--- src/rtl/tir_pkg.sv ---
package tir_pkg;
   typedef enum logic {
      TRIG_EDGE  = 1'b0,
      TRIG_LEVEL = 1'b1
   } trig_e;

   // true when a line index belongs to the inverted (active-low) half
   function automatic logic line_inverted(input int unsigned idx, input int unsigned low_from);
      return idx >= low_from;
   endfunction
endpackage

--- src/rtl/tir_channel.sv ---
module tir_channel
   import tir_pkg::*;
#(
   parameter int unsigned CH_IDX  = 0,
   parameter int unsigned ROUTE_W = 5,
   parameter int unsigned LEG_A   = 0,
   parameter int unsigned LEG_B   = 8
) (
   input  logic               clk,
   input  logic               rst_n,
   input  logic               fire_i,
   input  logic               trig_i,
   input  logic               en_i,
   input  logic               glb_en_i,
   input  logic               clr_i,
   input  logic               legacy_i,
   input  logic [ROUTE_W-1:0] route_i,
   output logic               sts_o,
   output logic               act_o,
   output logic [ROUTE_W-1:0] eff_route_o
);
   localparam logic [ROUTE_W-1:0] FIX_A = ROUTE_W'(LEG_A);
   localparam logic [ROUTE_W-1:0] FIX_B = ROUTE_W'(LEG_B);

   logic live;
   logic sts_q;
   logic pulse_q;

   assign live = en_i & glb_en_i;

   always_ff @(posedge clk or negedge rst_n) begin
      if (!rst_n) begin
         sts_q   <= 1'b0;
         pulse_q <= 1'b0;
      end else begin
         pulse_q <= live & fire_i & (trig_i == TRIG_EDGE);
         if (!live)
            sts_q <= 1'b0;
         else if (fire_i)
            sts_q <= (trig_i == TRIG_LEVEL);
         else if (clr_i)
            sts_q <= 1'b0;
      end
   end

   assign sts_o = sts_q;
   assign act_o = sts_q | pulse_q;

   generate
      if (CH_IDX == 0) begin : g_fix_a
         assign eff_route_o = legacy_i ? FIX_A : route_i;
      end else if (CH_IDX == 1) begin : g_fix_b
         assign eff_route_o = legacy_i ? FIX_B : route_i;
      end else begin : g_free
         assign eff_route_o = route_i;
      end
   endgenerate

   assert_off_clears_R5: assert property (@(posedge clk) disable iff (!rst_n)
      !live |=> !sts_o && !act_o);
   assert_level_sets_R2: assert property (@(posedge clk) disable iff (!rst_n)
      live && fire_i && trig_i |=> sts_o);
   assert_edge_pulse_R3: assert property (@(posedge clk) disable iff (!rst_n)
      live && fire_i && !trig_i |=> act_o && !sts_o);
   assert_w1c_clears_R4: assert property (@(posedge clk) disable iff (!rst_n)
      live && !fire_i && clr_i |=> !sts_o);
   assert_w0_holds_R4: assert property (@(posedge clk) disable iff (!rst_n)
      live && !fire_i && !clr_i && sts_o |=> sts_o);
endmodule

--- src/rtl/tir_line_mux.sv ---
module tir_line_mux
   import tir_pkg::*;
#(
   parameter int unsigned NUM_CH    = 4,
   parameter int unsigned ROUTE_W   = 5,
   parameter int unsigned NUM_LINES = 32,
   parameter int unsigned LOW_FROM  = 16
) (
   input  logic [NUM_CH-1:0]              act_i,
   input  logic [NUM_CH-1:0][ROUTE_W-1:0] route_i,
   input  logic [NUM_LINES-1:0]           ext_i,
   output logic [NUM_LINES-1:0]           line_o
);
   generate
      for (genvar l = 0; l < NUM_LINES; l++) begin : g_line
         logic hit;
         always_comb begin
            hit = ext_i[l];
            for (int c = 0; c < NUM_CH; c++) begin
               if (act_i[c] && (route_i[c] == ROUTE_W'(l)))
                  hit = 1'b1;
            end
         end
         if (line_inverted(l, LOW_FROM)) begin : g_low
            assign line_o[l] = ~hit;
         end else begin : g_high
            assign line_o[l] = hit;
         end
      end
   endgenerate
endmodule

--- src/rtl/tmr_irq_router.sv ---
module tmr_irq_router
   import tir_pkg::*;
#(
   parameter int unsigned NUM_CH   = 4,
   parameter int unsigned ROUTE_W  = 5,
   parameter int unsigned LOW_FROM = 16,
   parameter int unsigned LEG_A    = 0,
   parameter int unsigned LEG_B    = 8,
   localparam int unsigned NUM_LINES = 1 << ROUTE_W
) (
   input  logic                        clk,
   input  logic                        rst_n,
   input  logic [NUM_CH-1:0]           fire_i,
   input  logic [NUM_CH*ROUTE_W-1:0]   ch_route_i,
   input  logic [NUM_CH-1:0]           ch_trig_i,
   input  logic [NUM_CH-1:0]           ch_en_i,
   input  logic                        glb_en_i,
   input  logic                        legacy_i,
   input  logic [NUM_CH-1:0]           sts_w1c_i,
   input  logic                        ext_pit_i,
   input  logic                        ext_rtc_i,
   output logic [NUM_LINES-1:0]        irq_o,
   output logic [NUM_CH-1:0]           sts_o,
   output logic                        pit_en_o
);
   generate
      if (NUM_CH < 2) begin : g_chk_ch
         $error("tmr_irq_router: NUM_CH must be at least 2");
      end
      if (LOW_FROM > NUM_LINES) begin : g_chk_low
         $error("tmr_irq_router: LOW_FROM beyond the line bank");
      end
      if (LEG_A >= LOW_FROM || LEG_B >= LOW_FROM || LEG_A == LEG_B) begin : g_chk_leg
         $error("tmr_irq_router: legacy lines must be distinct and active high");
      end
   endgenerate

   logic                        legacy_q;
   logic                        pit_q;
   logic                        rtc_q;
   logic                        pit_en_q;
   logic [NUM_CH-1:0]           act;
   logic [NUM_CH-1:0][ROUTE_W-1:0] eff_route;
   logic [NUM_LINES-1:0]        ext_vec;

   always_ff @(posedge clk or negedge rst_n) begin
      if (!rst_n) begin
         legacy_q <= 1'b0;
         pit_q    <= 1'b0;
         rtc_q    <= 1'b0;
         pit_en_q <= 1'b1;
      end else begin
         legacy_q <= legacy_i;
         pit_q    <= ext_pit_i;
         rtc_q    <= ext_rtc_i;
         pit_en_q <= ~legacy_i;
      end
   end

   assign pit_en_o = pit_en_q;

   always_comb begin
      ext_vec        = '0;
      ext_vec[LEG_A] = pit_q & ~legacy_q;
      ext_vec[LEG_B] = rtc_q & ~legacy_q;
   end

   generate
      for (genvar c = 0; c < NUM_CH; c++) begin : g_ch
         tir_channel #(
            .CH_IDX (c),
            .ROUTE_W(ROUTE_W),
            .LEG_A  (LEG_A),
            .LEG_B  (LEG_B)
         ) u_ch (
            .clk        (clk),
            .rst_n      (rst_n),
            .fire_i     (fire_i[c]),
            .trig_i     (ch_trig_i[c]),
            .en_i       (ch_en_i[c]),
            .glb_en_i   (glb_en_i),
            .clr_i      (sts_w1c_i[c]),
            .legacy_i   (legacy_q),
            .route_i    (ch_route_i[c*ROUTE_W +: ROUTE_W]),
            .sts_o      (sts_o[c]),
            .act_o      (act[c]),
            .eff_route_o(eff_route[c])
         );
      end
   endgenerate

   tir_line_mux #(
      .NUM_CH   (NUM_CH),
      .ROUTE_W  (ROUTE_W),
      .NUM_LINES(NUM_LINES),
      .LOW_FROM (LOW_FROM)
   ) u_mux (
      .act_i  (act),
      .route_i(eff_route),
      .ext_i  (ext_vec),
      .line_o (irq_o)
   );

   assert_idle_high_R6: assert property (@(posedge clk) disable iff (!rst_n)
      !glb_en_i |=> &irq_o[NUM_LINES-1:LOW_FROM]);
   assert_pit_off_R10: assert property (@(posedge clk) disable iff (!rst_n)
      legacy_i |=> !pit_en_o);
   assert_ext_blocked_R10: assert property (@(posedge clk) disable iff (!rst_n)
      legacy_i && !glb_en_i |=> !irq_o[LEG_A] && !irq_o[LEG_B]);
   assert_rtc_pass_R9: assert property (@(posedge clk) disable iff (!rst_n)
      !legacy_i && !glb_en_i |=> irq_o[LEG_B] == $past(ext_rtc_i));
endmodule

--- config.mk ---
export PLATFORM = sky130hd
export DESIGN_NAME = tmr_irq_router
export DESIGN_NICKNAME = d
export VERILOG_FILES = /design/src/rtl/tir_pkg.sv /design/src/rtl/tir_channel.sv /design/src/rtl/tir_line_mux.sv /design/src/rtl/tmr_irq_router.sv
export SDC_FILE = /design/constraint.sdc
export NUM_CORES = 1
export LEC_CHECK = 0
export ABC_AREA = 1
export BUFFER_PORTS_ARGS = -buffer_cell sky130_fd_sc_hd__buf_2
export CORE_MARGIN = 2
export CORE_UTILIZATION = 30
export CTS_BUF_LIST = sky130_fd_sc_hd__clkbuf_8
export DETAILED_ROUTE_END_ITERATION = 6
export SETUP_SLACK_MARGIN = 0.15
export SKIP_CTS_REPAIR_TIMING = 1
export SYNTH_ARGS = -nofsm -noshare
export SYNTH_HDL_FRONTEND = slang
export SYNTH_SLANG_ARGS = --single-unit
--- constraint.sdc ---
create_clock -name clk -period 1.5 [get_ports clk]
set_clock_uncertainty 0.1 [all_clocks]
set_input_delay 0.075 -clock clk [delete_from_list [all_inputs] [get_ports clk]]
set_output_delay 0.075 -clock clk [all_outputs]
set_load 0.05 [all_outputs]
==> flow_summary_export.csv <==
group,metric,value,unit
setup_path,ff2ff_path_depth,4,
power,pwr-share-comb,51.2,%
clock_tree,clk_latency,240,ps
run_status,outcome,"complete, but fails checks",
power,peakVddDrop,0.665,mV
yosys,syn-num-nets,426,
global_route,grt_max_degree,17,
floorplan,rows,29,
setup_path,crit_slowest_cell,"dfrtp_2",
clock_tree,cts.clk_slew.worst_paths,50,ps
timing,rsz0062_at_grt,"true",
hold_path,hold-path-cell-count,3,
setup_path,crit_arrival,1630,ps
power,seqPwrFrac,24.5,%
yosys,synth-edff-count,0,
setup_path,cpPeakStageDelay,430,ps
floorplan,start_util,31.4,%
global_route,grt_antenna_before_repair,0,
timing,setup_viol,32,
floorplan,chipHeight,86.2,µm
setup_path,crit_required,1320,ps
timing,period_share,120,%
route,final_antenna_net_count,0,
global_route,grtUsageTotal,21.9,%
yosys,yosysSeqAreaShare,14.9,%
placement,placed_cells,546,
timing,fin_ws,-306,ps
route,drt_pass1_iterations,5,
power,power_frac_clock,24.3,%
placement,portBuffers,78,
setup_path,crit_path_end_kind,"output pin",
final_layout,stdcell_count,565,
final_layout,area_delta_synth_final,86.2,%
yosys,yosysTopAreaCell,"nand3_1",
yosys,yosys_register_bits,12,
yosys,synth.most_common_cell,"nand3_1",
final_layout,final_util,58.5,%
timing,clock.fmax,554,MHz
final_layout,num-fill-cells,594,
placement,dp_hpwl,6.79,mm
yosys,synth_area,2030,µm²
yosys,synth_area_leaders,"nand3_1 22%, nand2_1 16%, dfrtp_1 14%, nor2_1 13%, buf_4 8.5%",
setup_path,critical_path_class,"flop to output pin",
job,max_cap_viol_count,0,
final_layout,drive_gt1_share,48.8,%
global_route,grt_pass1_vias,2654,
final_layout,fin_nets,531,
yosys,ys_async_sr_fraction,100,%
run_status,violations,"negative hold slack, negative setup slack",
global_route,grt-ovfl-total,0,
yosys,yosysWarnings,0,
global_route,grt_pass1_wl,13.2,mm
timing,slew_headroom,72.1,%
yosys,synthDistinctLibCells,20,
route,first_iter_violations,254,
timing,hold_slack,-1.86,ps
setup_path,start_kind,"flop",
clock_tree,cts_tree,"built",
route,routedWlPerCell,15.7,µm
route,drc,0,
final_layout,multi_input_area,2060,µm²
power,p_int,830,µW
route,vias,3045,
setup_path,critPathMaxFanout,7,
hold_path,hold_path.class,"primary input to flop",
yosys,yosysTopAreaCellShare,22.0,%
final_layout,layout.area.seq,303,µm²
clock_tree,h-tree-depth,1,
timing,hold_viol_final,1,
yosys,syn_inst,384,
clock_tree,cts_buffers,3,
timing,min_period,1810,ps
setup_path,path_cells,"clkinv_4, buf_4, nand3_4, inv_1, nand3_1, nand3_2, nor2_4, buf_6",
power,p_switching,586,µW
yosys,syn_area_per_cell,5.28,µm²
floorplan,core,6460,µm²
route,via_per_inst,5.39,
timing,fin_tns_setup,-8370,ps
floorplan,fp.dieArea,7430,µm²
floorplan,fp.dieW,86.2,µm
power,switching_share,41.4,%
route,wirelength,8.86,mm
clock_tree,clkSinkCount,12,
power,p_leak,1.83,nW
clock_tree,clock_path_buffers,2,
timing,slew_viol_final,0,
final_layout,antennaDiodeCount,0,
timing,worstMarginPinSlew,417,ps
placement,place_congestion,1.02,
yosys,synth_common_cells,"89 x nand3_1, 86 x nand2_1, 68 x nor2_1, 39 x inv_1, 25 x nor3_1",
power,p_per_area,375,nW/µm²
floorplan,io-pin-count,79,
clock_tree,root_buffer,"clkbuf_8",
yosys,ys.flop_type,"dfrtp_1",
per-layer routing:
| layer | global-route usage [%] | part of all wire [%] |
|---|---|---|
| met5 | 0 | 0 |
| met4 | 2.98 | 1.8 |
| met3 | 0.667 | 6.9 |
| met2 | 36.4 | 49 |
| met1 | 32.4 | 42 |
registers in the layout, indices dropped and copies added, names as in the netlist:
signal	flops
rtc_q	1
g_ch.u_ch.sts_o	4
legacy_q	1
pit_en_o	1
pit_q	1
g_ch.u_ch.pulse_q	4
stage by stage:
step                      setup slack (ps)  area, µm²  power [mW]  hold slack, ps
after floorplan                       86.7       2500       0.702            -321
after global placement                -389       3030       0.925            -142
after detailed placement              -453       3030       0.930            -137
after CTS                             -718       3090        1.28            -391
after global routing                  -365       3780        1.49            13.2
final                                 -306       3780        1.42           -1.86
cells in the final DEF (no fill, tap or decap), types with 9 or more instances in the layout:
cell | Yosys | routed
buf_2 | 4 | 46
buf_4 | 23 | 30
buf_6 | 1 | 31
dfrtp_1 | 11 | 10
dlygate4sd3_1 | 0 | 10
inv_1 | 39 | 38
nand2_1 | 86 | 74
nand3_1 | 89 | 57
nand3_2 | 1 | 28
nand4_1 | 15 | 15
nor2_1 | 68 | 33
nor2_4 | 2 | 36
nor3_1 | 25 | 9
nor3_4 | 0 | 9
area by class of cell:
cell class | count | area share (%)
clock buffer | 4 | 1.46
inverter | 42 | 4.51
multi-input combinational | 302 | 54.4
sequential | 12 | 8.02
tap | 77 | 2.55
timing repair buffer | 127 | 28.9
timing repair inverter | 1 | 0.166
worst max-delay path, delay by kind of cell, from the launching register on:
| family | cells | cell delay, ps |
|---|---|---|
| buffers and inverters | 4 | 530 |
| flip-flops | 1 | 430 |
| AND/OR/NAND/NOR | 4 | 420 |
logic make-up (layout without fill, tap and decap cells):
group           Yosys count  count (layout)  synth area share, %
simple gates            293             293                 65.0
buf+inv                  70             174                 17.8
flops                    12              12                 14.9
compound gates            9               9                 2.28
final timing paths:
check                                         from              endpoint  slack (ps)
worst min-delay path                    ch_en_i[1]  g_ch[1].u_ch.pulse_q          -2
worst max register to register  g_ch[3].u_ch.sts_o    g_ch[3].u_ch.sts_o         430
worst min register to register  g_ch[2].u_ch.sts_o    g_ch[2].u_ch.sts_o         600
max in group asynchronous                    rst_n              pit_en_o         880
min in group asynchronous                    rst_n  g_ch[2].u_ch.pulse_q         150
worst max-delay path                      legacy_q             irq_o[28]        -310
power by group through the flow:
stage | combinational [mW] | clock, mW | sequential [mW]
after global routing | 0.773 | 0.366 | 0.347
after floorplan | 0.348 | 0 | 0.354
after detailed placement | 0.582 | 0 | 0.348
after global placement | 0.577 | 0 | 0.347
final | 0.725 | 0.344 | 0.346
after CTS | 0.584 | 0.351 | 0.342
Power figures use the tool's default switching activity.
